### src/rtl/phyctl_pkg.sv
package phyctl_pkg;

   localparam int REG_W     = 16;
   localparam int BIT_LOOP  = 14;
   localparam int BIT_SPD   = 13;
   localparam int BIT_ANE   = 12;
   localparam int BIT_DUP   = 8;
   localparam int BIT_COLT  = 7;

   localparam logic [REG_W-1:0] IMPL_MASK =
      (REG_W'(1) << BIT_LOOP) | (REG_W'(1) << BIT_SPD) | (REG_W'(1) << BIT_ANE) |
      (REG_W'(1) << BIT_DUP)  | (REG_W'(1) << BIT_COLT);

   localparam logic [REG_W-1:0] RESET_VAL =
      (REG_W'(1) << BIT_SPD) | (REG_W'(1) << BIT_ANE);

   typedef struct packed {
      logic spd100;
      logic full;
      logic an_on;
   } mode_t;

   localparam mode_t MODE_RESET = '{spd100: 1'b1, full: 1'b0, an_on: 1'b1};

endpackage

### src/rtl/phyctl_regs.sv
module phyctl_regs
   import phyctl_pkg::*;
(
   input  logic             clk,
   input  logic             rst_n,
   input  logic             wr_en_i,
   input  logic [REG_W-1:0] wr_data_i,
   output logic [REG_W-1:0] ctrl_o
);

   logic [REG_W-1:0] ctrl_q;

   always_ff @(posedge clk or negedge rst_n) begin
      if (!rst_n)       ctrl_q <= RESET_VAL;
      else if (wr_en_i) ctrl_q <= wr_data_i & IMPL_MASK;
   end

   assign ctrl_o = ctrl_q;

   // without a strobe the word keeps its value
   a_r2_hold_without_strobe: assert property (@(posedge clk) disable iff (!rst_n)
      !wr_en_i |=> $stable(ctrl_o));

endmodule

### src/rtl/phyctl_resolve.sv
module phyctl_resolve
   import phyctl_pkg::*;
(
   input  logic             clk,
   input  logic             rst_n,
   input  logic [REG_W-1:0] ctrl_i,
   input  logic             sw_mode_i,
   input  logic             spd_pin_i,
   input  logic             an_pin_i,
   input  logic             an_spd_i,
   input  logic             an_dup_i,
   output mode_t            mode_o
);

   mode_t mode_d, mode_q;
   logic  an_sel;

   always_comb begin
      an_sel = sw_mode_i ? ctrl_i[BIT_ANE] : an_pin_i;
      mode_d.an_on = an_sel;
      if (an_sel) mode_d.full = an_dup_i;
      else        mode_d.full = ctrl_i[BIT_DUP];
      if (!sw_mode_i)  mode_d.spd100 = spd_pin_i;
      else if (an_sel) mode_d.spd100 = an_spd_i;
      else             mode_d.spd100 = ctrl_i[BIT_SPD];
   end

   always_ff @(posedge clk or negedge rst_n) begin
      if (!rst_n) mode_q <= MODE_RESET;
      else        mode_q <= mode_d;
   end

   assign mode_o = mode_q;

   // software mode with negotiation on follows the negotiation result
   a_r4_follow_result: assert property (@(posedge clk) disable iff (!rst_n)
      (sw_mode_i && ctrl_i[BIT_ANE]) |=>
         (mode_o.spd100 == $past(an_spd_i) && mode_o.full == $past(an_dup_i) && mode_o.an_on));

   // hardware mode takes speed and negotiation enable from the pins
   a_r3_pins_rule: assert property (@(posedge clk) disable iff (!rst_n)
      !sw_mode_i |=> (mode_o.spd100 == $past(spd_pin_i) && mode_o.an_on == $past(an_pin_i)));

endmodule

### src/rtl/phyctl_loop.sv
module phyctl_loop #(
   parameter int NIB_W       = 4,
   parameter int LOOP_STAGES = 2
) (
   input  logic             clk,
   input  logic             rst_n,
   input  logic             loop_en_i,
   input  logic             col_keep_i,
   input  logic [NIB_W-1:0] txd_i,
   input  logic             txen_i,
   input  logic             txer_i,
   input  logic [NIB_W-1:0] line_rxd_i,
   input  logic             line_rxdv_i,
   input  logic             line_rxer_i,
   input  logic             line_col_i,
   output logic [NIB_W-1:0] rxd_o,
   output logic             rxdv_o,
   output logic             rxer_o,
   output logic             col_o,
   output logic [NIB_W-1:0] line_txd_o,
   output logic             line_txen_o,
   output logic             line_txer_o,
   output logic             line_tx_on_o,
   output logic             line_rx_on_o
);

   localparam int BUS_W     = NIB_W + 2;
   localparam int MAX_STAGE = 512 / NIB_W;

   if (NIB_W < 1) begin : g_bad_width
      $error("phyctl_loop: NIB_W must be at least 1");
   end
   if (LOOP_STAGES < 1 || LOOP_STAGES >= MAX_STAGE) begin : g_bad_depth
      $error("phyctl_loop: loopback latency must be 1 stage or more and under 512 bit times");
   end

   logic [BUS_W-1:0] stage_q [LOOP_STAGES];
   logic [BUS_W-1:0] tx_bus, loop_bus;

   assign tx_bus = {txer_i, txen_i, txd_i};

   for (genvar g = 0; g < LOOP_STAGES; g++) begin : g_pipe
      logic [BUS_W-1:0] src;
      if (g == 0) begin : g_head
         assign src = tx_bus;
      end else begin : g_body
         assign src = stage_q[g-1];
      end
      always_ff @(posedge clk or negedge rst_n) begin
         if (!rst_n) stage_q[g] <= '0;
         else        stage_q[g] <= src;
      end
   end

   assign loop_bus = stage_q[LOOP_STAGES-1];

   always_comb begin
      if (loop_en_i) begin
         {rxer_o, rxdv_o, rxd_o} = loop_bus;
         line_txd_o  = '0;
         line_txen_o = 1'b0;
         line_txer_o = 1'b0;
      end else begin
         rxd_o       = line_rxd_i;
         rxdv_o      = line_rxdv_i;
         rxer_o      = line_rxer_i;
         line_txd_o  = txd_i;
         line_txen_o = txen_i;
         line_txer_o = txer_i;
      end
   end

   assign col_o        = line_col_i & (~loop_en_i | col_keep_i);
   assign line_tx_on_o = ~loop_en_i;
   assign line_rx_on_o = ~loop_en_i;

   logic [1:0] warm_q;
   always_ff @(posedge clk or negedge rst_n) begin
      if (!rst_n)              warm_q <= '0;
      else if (warm_q != 2'd3) warm_q <= warm_q + 2'd1;
   end

   if (LOOP_STAGES == 2) begin : g_chk2
      // in loopback the valid seen at receive is the transmit enable of two cycles ago
      a_r7_loop_latency: assert property (@(posedge clk) disable iff (!rst_n)
         (warm_q >= 2'd2 && loop_en_i) |-> (rxdv_o == $past(txen_i, 2) && rxd_o == $past(txd_i, 2)));
   end

   // the line transmitter stays silent in loopback
   a_r8_line_quiet: assert property (@(posedge clk) disable iff (!rst_n)
      loop_en_i |-> (!line_txen_o && !line_txer_o && !line_tx_on_o && !line_rx_on_o));

   // collisions are hidden in loopback unless kept by the test bit
   a_r9_col_masked: assert property (@(posedge clk) disable iff (!rst_n)
      (loop_en_i && !col_keep_i) |-> !col_o);

endmodule

### src/rtl/phy_ctrl_core.sv
module phy_ctrl_core
   import phyctl_pkg::*;
#(
   parameter int NIB_W       = 4,
   parameter int LOOP_STAGES = 2
) (
   input  logic             clk,
   input  logic             rst_n,
   input  logic             wr_en_i,
   input  logic [15:0]      wr_data_i,
   output logic [15:0]      rd_data_o,
   input  logic             sw_mode_i,
   input  logic             spd_pin_i,
   input  logic             an_pin_i,
   input  logic             an_spd_i,
   input  logic             an_dup_i,
   output logic             speed100_o,
   output logic             full_dup_o,
   output logic             an_on_o,
   input  logic [NIB_W-1:0] txd_i,
   input  logic             txen_i,
   input  logic             txer_i,
   output logic [NIB_W-1:0] rxd_o,
   output logic             rxdv_o,
   output logic             rxer_o,
   output logic             col_o,
   input  logic [NIB_W-1:0] line_rxd_i,
   input  logic             line_rxdv_i,
   input  logic             line_rxer_i,
   input  logic             line_col_i,
   output logic [NIB_W-1:0] line_txd_o,
   output logic             line_txen_o,
   output logic             line_txer_o,
   output logic             line_tx_on_o,
   output logic             line_rx_on_o
);

   if (REG_W != 16) begin : g_bad_reg
      $error("phy_ctrl_core: control word must be 16 bits");
   end

   logic [REG_W-1:0] ctrl;
   mode_t            mode;

   phyctl_regs i_regs (
      .clk       (clk),
      .rst_n     (rst_n),
      .wr_en_i   (wr_en_i),
      .wr_data_i (wr_data_i),
      .ctrl_o    (ctrl)
   );

   phyctl_resolve i_resolve (
      .clk       (clk),
      .rst_n     (rst_n),
      .ctrl_i    (ctrl),
      .sw_mode_i (sw_mode_i),
      .spd_pin_i (spd_pin_i),
      .an_pin_i  (an_pin_i),
      .an_spd_i  (an_spd_i),
      .an_dup_i  (an_dup_i),
      .mode_o    (mode)
   );

   phyctl_loop #(.NIB_W(NIB_W), .LOOP_STAGES(LOOP_STAGES)) i_loop (
      .clk          (clk),
      .rst_n        (rst_n),
      .loop_en_i    (ctrl[BIT_LOOP]),
      .col_keep_i   (ctrl[BIT_COLT]),
      .txd_i        (txd_i),
      .txen_i       (txen_i),
      .txer_i       (txer_i),
      .line_rxd_i   (line_rxd_i),
      .line_rxdv_i  (line_rxdv_i),
      .line_rxer_i  (line_rxer_i),
      .line_col_i   (line_col_i),
      .rxd_o        (rxd_o),
      .rxdv_o       (rxdv_o),
      .rxer_o       (rxer_o),
      .col_o        (col_o),
      .line_txd_o   (line_txd_o),
      .line_txen_o  (line_txen_o),
      .line_txer_o  (line_txer_o),
      .line_tx_on_o (line_tx_on_o),
      .line_rx_on_o (line_rx_on_o)
   );

   assign rd_data_o  = ctrl;
   assign speed100_o = mode.spd100;
   assign full_dup_o = mode.full;
   assign an_on_o    = mode.an_on;

   // forced software mode takes speed and duplex from the word of the previous cycle
   a_r5_forced_bits: assert property (@(posedge clk) disable iff (!rst_n)
      (sw_mode_i && !rd_data_o[BIT_ANE]) |=>
         (speed100_o == $past(rd_data_o[BIT_SPD]) && full_dup_o == $past(rd_data_o[BIT_DUP]) && !an_on_o));

   // bits outside the stored set never read as 1
   a_r2_unused_zero: assert property (@(posedge clk) disable iff (!rst_n)
      wr_en_i |=> ((rd_data_o & ~IMPL_MASK) == '0));

endmodule

### config.mk
export PLATFORM = sky130hd
export DESIGN_NAME = phy_ctrl_core
export DESIGN_NICKNAME = d
export VERILOG_FILES = /design/src/rtl/phyctl_pkg.sv /design/src/rtl/phyctl_regs.sv /design/src/rtl/phyctl_resolve.sv /design/src/rtl/phyctl_loop.sv /design/src/rtl/phy_ctrl_core.sv
export SDC_FILE = /design/constraint.sdc
export NUM_CORES = 1
export LEC_CHECK = 0
export BUFFER_PORTS_ARGS = -buffer_cell sky130_fd_sc_hd__clkbuf_2
export CAP_MARGIN = 20
export CORE_ASPECT_RATIO = 0.6
export CORE_MARGIN = 5
export CORE_UTILIZATION = 35
export CTS_BUF_LIST = sky130_fd_sc_hd__clkbuf_4
export DETAILED_ROUTE_END_ITERATION = 7
export PLACE_DENSITY = 0.78
export SLEW_MARGIN = 15
export SYNTH_ARGS = -nofsm -noshare
export SYNTH_HDL_FRONTEND = slang
export SYNTH_SLANG_ARGS = --single-unit
### constraint.sdc
create_clock -name clk -period 2.1 [get_ports clk]
set_clock_uncertainty 0.2 [all_clocks]
set_input_delay 0 -clock clk [delete_from_list [all_inputs] [get_ports clk]]
set_output_delay 0 -clock clk [all_outputs]
set_load 0.005 [all_outputs]
==> flow_metrics.py <==
metrics = {
    "clock_tree": {
        "cts_buffers": 3,
        "clk_latency_ns": 0.29,
        "cts_tree": "built",
        "clockBufferDepth": 2,
        "clk_pin_slew_ns": 0.11,
        "post_cts_buffers": 0,
        "htreeDepth": 1,
        "cts-root-buf": "clkbuf_4",
        "cts.sink_count": 20,
    },
    "placement": {
        "dp.final_hpwl_um": 1380,
        "io_buffers": 48,
        "finalWeightedCongestion": 0.743,
        "dp.cells": 136,
    },
    "synthesis": {
        "syn-instance-count": 63,
        "syn-cell-area_um2": 842,
        "yosysUniqueCellTypes": 14,
        "synth_area_leaders": "dfrtp_1, buf_4, dfstp_2, mux2_2, nor2b_1",
        "ys_seq_area_frac": 0.600,
        "synth.avg_cell_area_um2": 13.4,
        "ys_ff_latch": 20,
        "ys_warn_count": 0,
        "synth_area_leader_cell": "dfrtp_1",
        "synth_top_cell_area_share": 0.475,
    },
    "worst_setup_path": {
        "ff2ff_setup_slack_ns": 0.21,
        "cp.required_ns": 2.08,
        "startpoint": "wr_data_i[14]",
        "r2r_start": "i_regs.ctrl_o[14]",
        "end_kind": "flip-flop",
        "worst_ep_arrival_time_ns": 1.88,
        "path_class": "in2reg",
        "r2r_cells": 3,
        "path_max_fanout": 1,
        "start_kind": "input port",
    },
    "timing": {
        "drv_slew": 0,
        "grt_setup_unrepaired": "no",
        "finalCritPeriodShare": 0.902,
        "slew_headroom": 0.656,
        "tns_ns": 0,
        "hold_violations": 0,
        "period_needed_ns": 1.89,
        "fmax_mhz": 528,
        "tightest_slew_ns": 0.516,
        "setup_viol": 0,
        "hold_slack_ns": 0.0974,
    },
    "grt": {
        "overflow": 0,
        "grt_pass1_wl_um": 3060,
        "grt_pass1_vias": 707,
        "antenna_found_initial": 0,
        "track_usage": 0.120,
        "grt_max_degree": 16,
    },
    "floorplan": {
        "core_mm2": 0.00223,
        "die_w_um": 73.3,
        "die-area_mm2": 0.00352,
        "row_count": 13,
        "die_h_um": 48.0,
        "initial_core_util": 0.378,
        "ios": 71,
    },
    "route": {
        "drtPass1Iterations": 3,
        "ant_nets": 0,
        "drtIter0Drc": 18,
        "via_per_inst": 4.15,
        "routedWlPerCell_um": 12.4,
        "num_vias": 689,
        "drt_wl_total_um": 2050,
        "post-route-drc-count": 0,
    },
    "run": {
        "maxCapViolCount": 0,
    },
    "finish": {
        "mostFrequentLayoutCells": "clkbuf_2, dlygate4sd3_1, dfrtp_1, conb_1, mux2_2",
        "layoutNonFillerInstCount": 166,
        "antenna_cells": 0,
        "layout_commonest_cell": "clkbuf_2",
        "layout-drive-gt1-share": 0.485,
        "syn_to_final_growth_pct": 58.4,
        "nets": 174,
    },
    "run_status": {
        "status": "finished clean",
    },
    "power_and_ir_drop": {
        "ir_worst_vdd_mv": 0.307,
        "power_uw": 792,
        "p_leak_nw": 0.689,
        "p_per_area_mw_per_mm2": 594,
    },
    "hold_path": {
        "min_from": "line_rxdv_i",
        "hold_path.class": "in2out",
        "hold_depth": 3,
    },
}
[path summary, 6_finish.rpt]
check	to
max	i_regs.ctrl_o[14]
min	rxdv_o
max reg2reg	i_regs.ctrl_o[14]
min reg2reg	i_loop.loop_bus[3]
max in group asynchronous	i_loop.loop_bus[4]
min in group asynchronous	i_loop.loop_bus[0]
[kinds of logic after synthesis]
| family | Yosys count | share of synthesized area |
|---|---|---|
| other | 1 | 0.00445 |
| flip-flops | 20 | 0.600 |
| multiplexers | 12 | 0.168 |
| buffers and inverters | 17 | 0.143 |
| AND/OR/NAND/NOR | 9 | 0.0580 |
| AO/OA/AOI/OAI | 4 | 0.0267 |
[through the flow]
step,instance area (µm²),utilization,worst slack [ns]
3_3_place_gp,1040,0.469,0.774
6_report,1330,0.599,0.207
3_5_place_dp,1040,0.469,0.727
4_1_cts,1330,0.597,0.0284
5_1_grt,1330,0.599,0.0852
2_1_floorplan,880,-,0.800
[registers in the layout (all words and copies together), names as in the netlist]
name               cells
i_loop.g_pipe.src      6
i_loop.loop_bus        6
i_regs.ctrl_o          5
i_resolve.mode_o       3
[critical path, cell delays in order]
cell and delay, ns:
dlygate4sd3_1 0.53, clkbuf_2 0.10, nand2_1 0.05, dlygate4sd3_1 0.53, o21ai_0 0.08, dlygate4sd3_1 0.57
[Yosys cell counts]
cell / number
dfrtp_1: 16
buf_4: 15
mux2_2: 9
nor2b_1: 6
dfstp_2: 4
inv_1: 2
mux2_4: 2
nand2_1: 2
o21ai_0: 2
a21boi_0: 1
a21oi_1: 1
conb_1: 1
mux2i_1: 1
nor2_1: 1
[metal layers]
| layer | GRT usage | routed length (µm) |
|---|---|---|
| met1 | 0.113 | 746 |
| met2 | 0.249 | 1070 |
| met3 | 0.0524 | 239 |
| met4 | 0.0217 | 0 |
| met5 | 0 | 0 |
[cell type report]
class                   count  area [µm²]
flip-flops and latches     20         505
well taps                  30        37.5
inverters                   2        7.51
repair buffers             74         503
fillers                   197         895
clock buffers               3        22.5
multi-input cells          36         254
clock inverters             1        3.75
[what timing repair did]
item	in CTS	in global routing
hold buffers	26	0
resized for setup	0	1
hold endpoints to repair	34	0
endpoints found under the setup margin	0	11
[report_power, final]
group	switching, mW	internal, mW	total, mW
sequential	0.0185	0.418	0.436
combinational	0.0653	0.113	0.178
clock	0.109	0.0691	0.178
(Power assumes the default switching activity.)
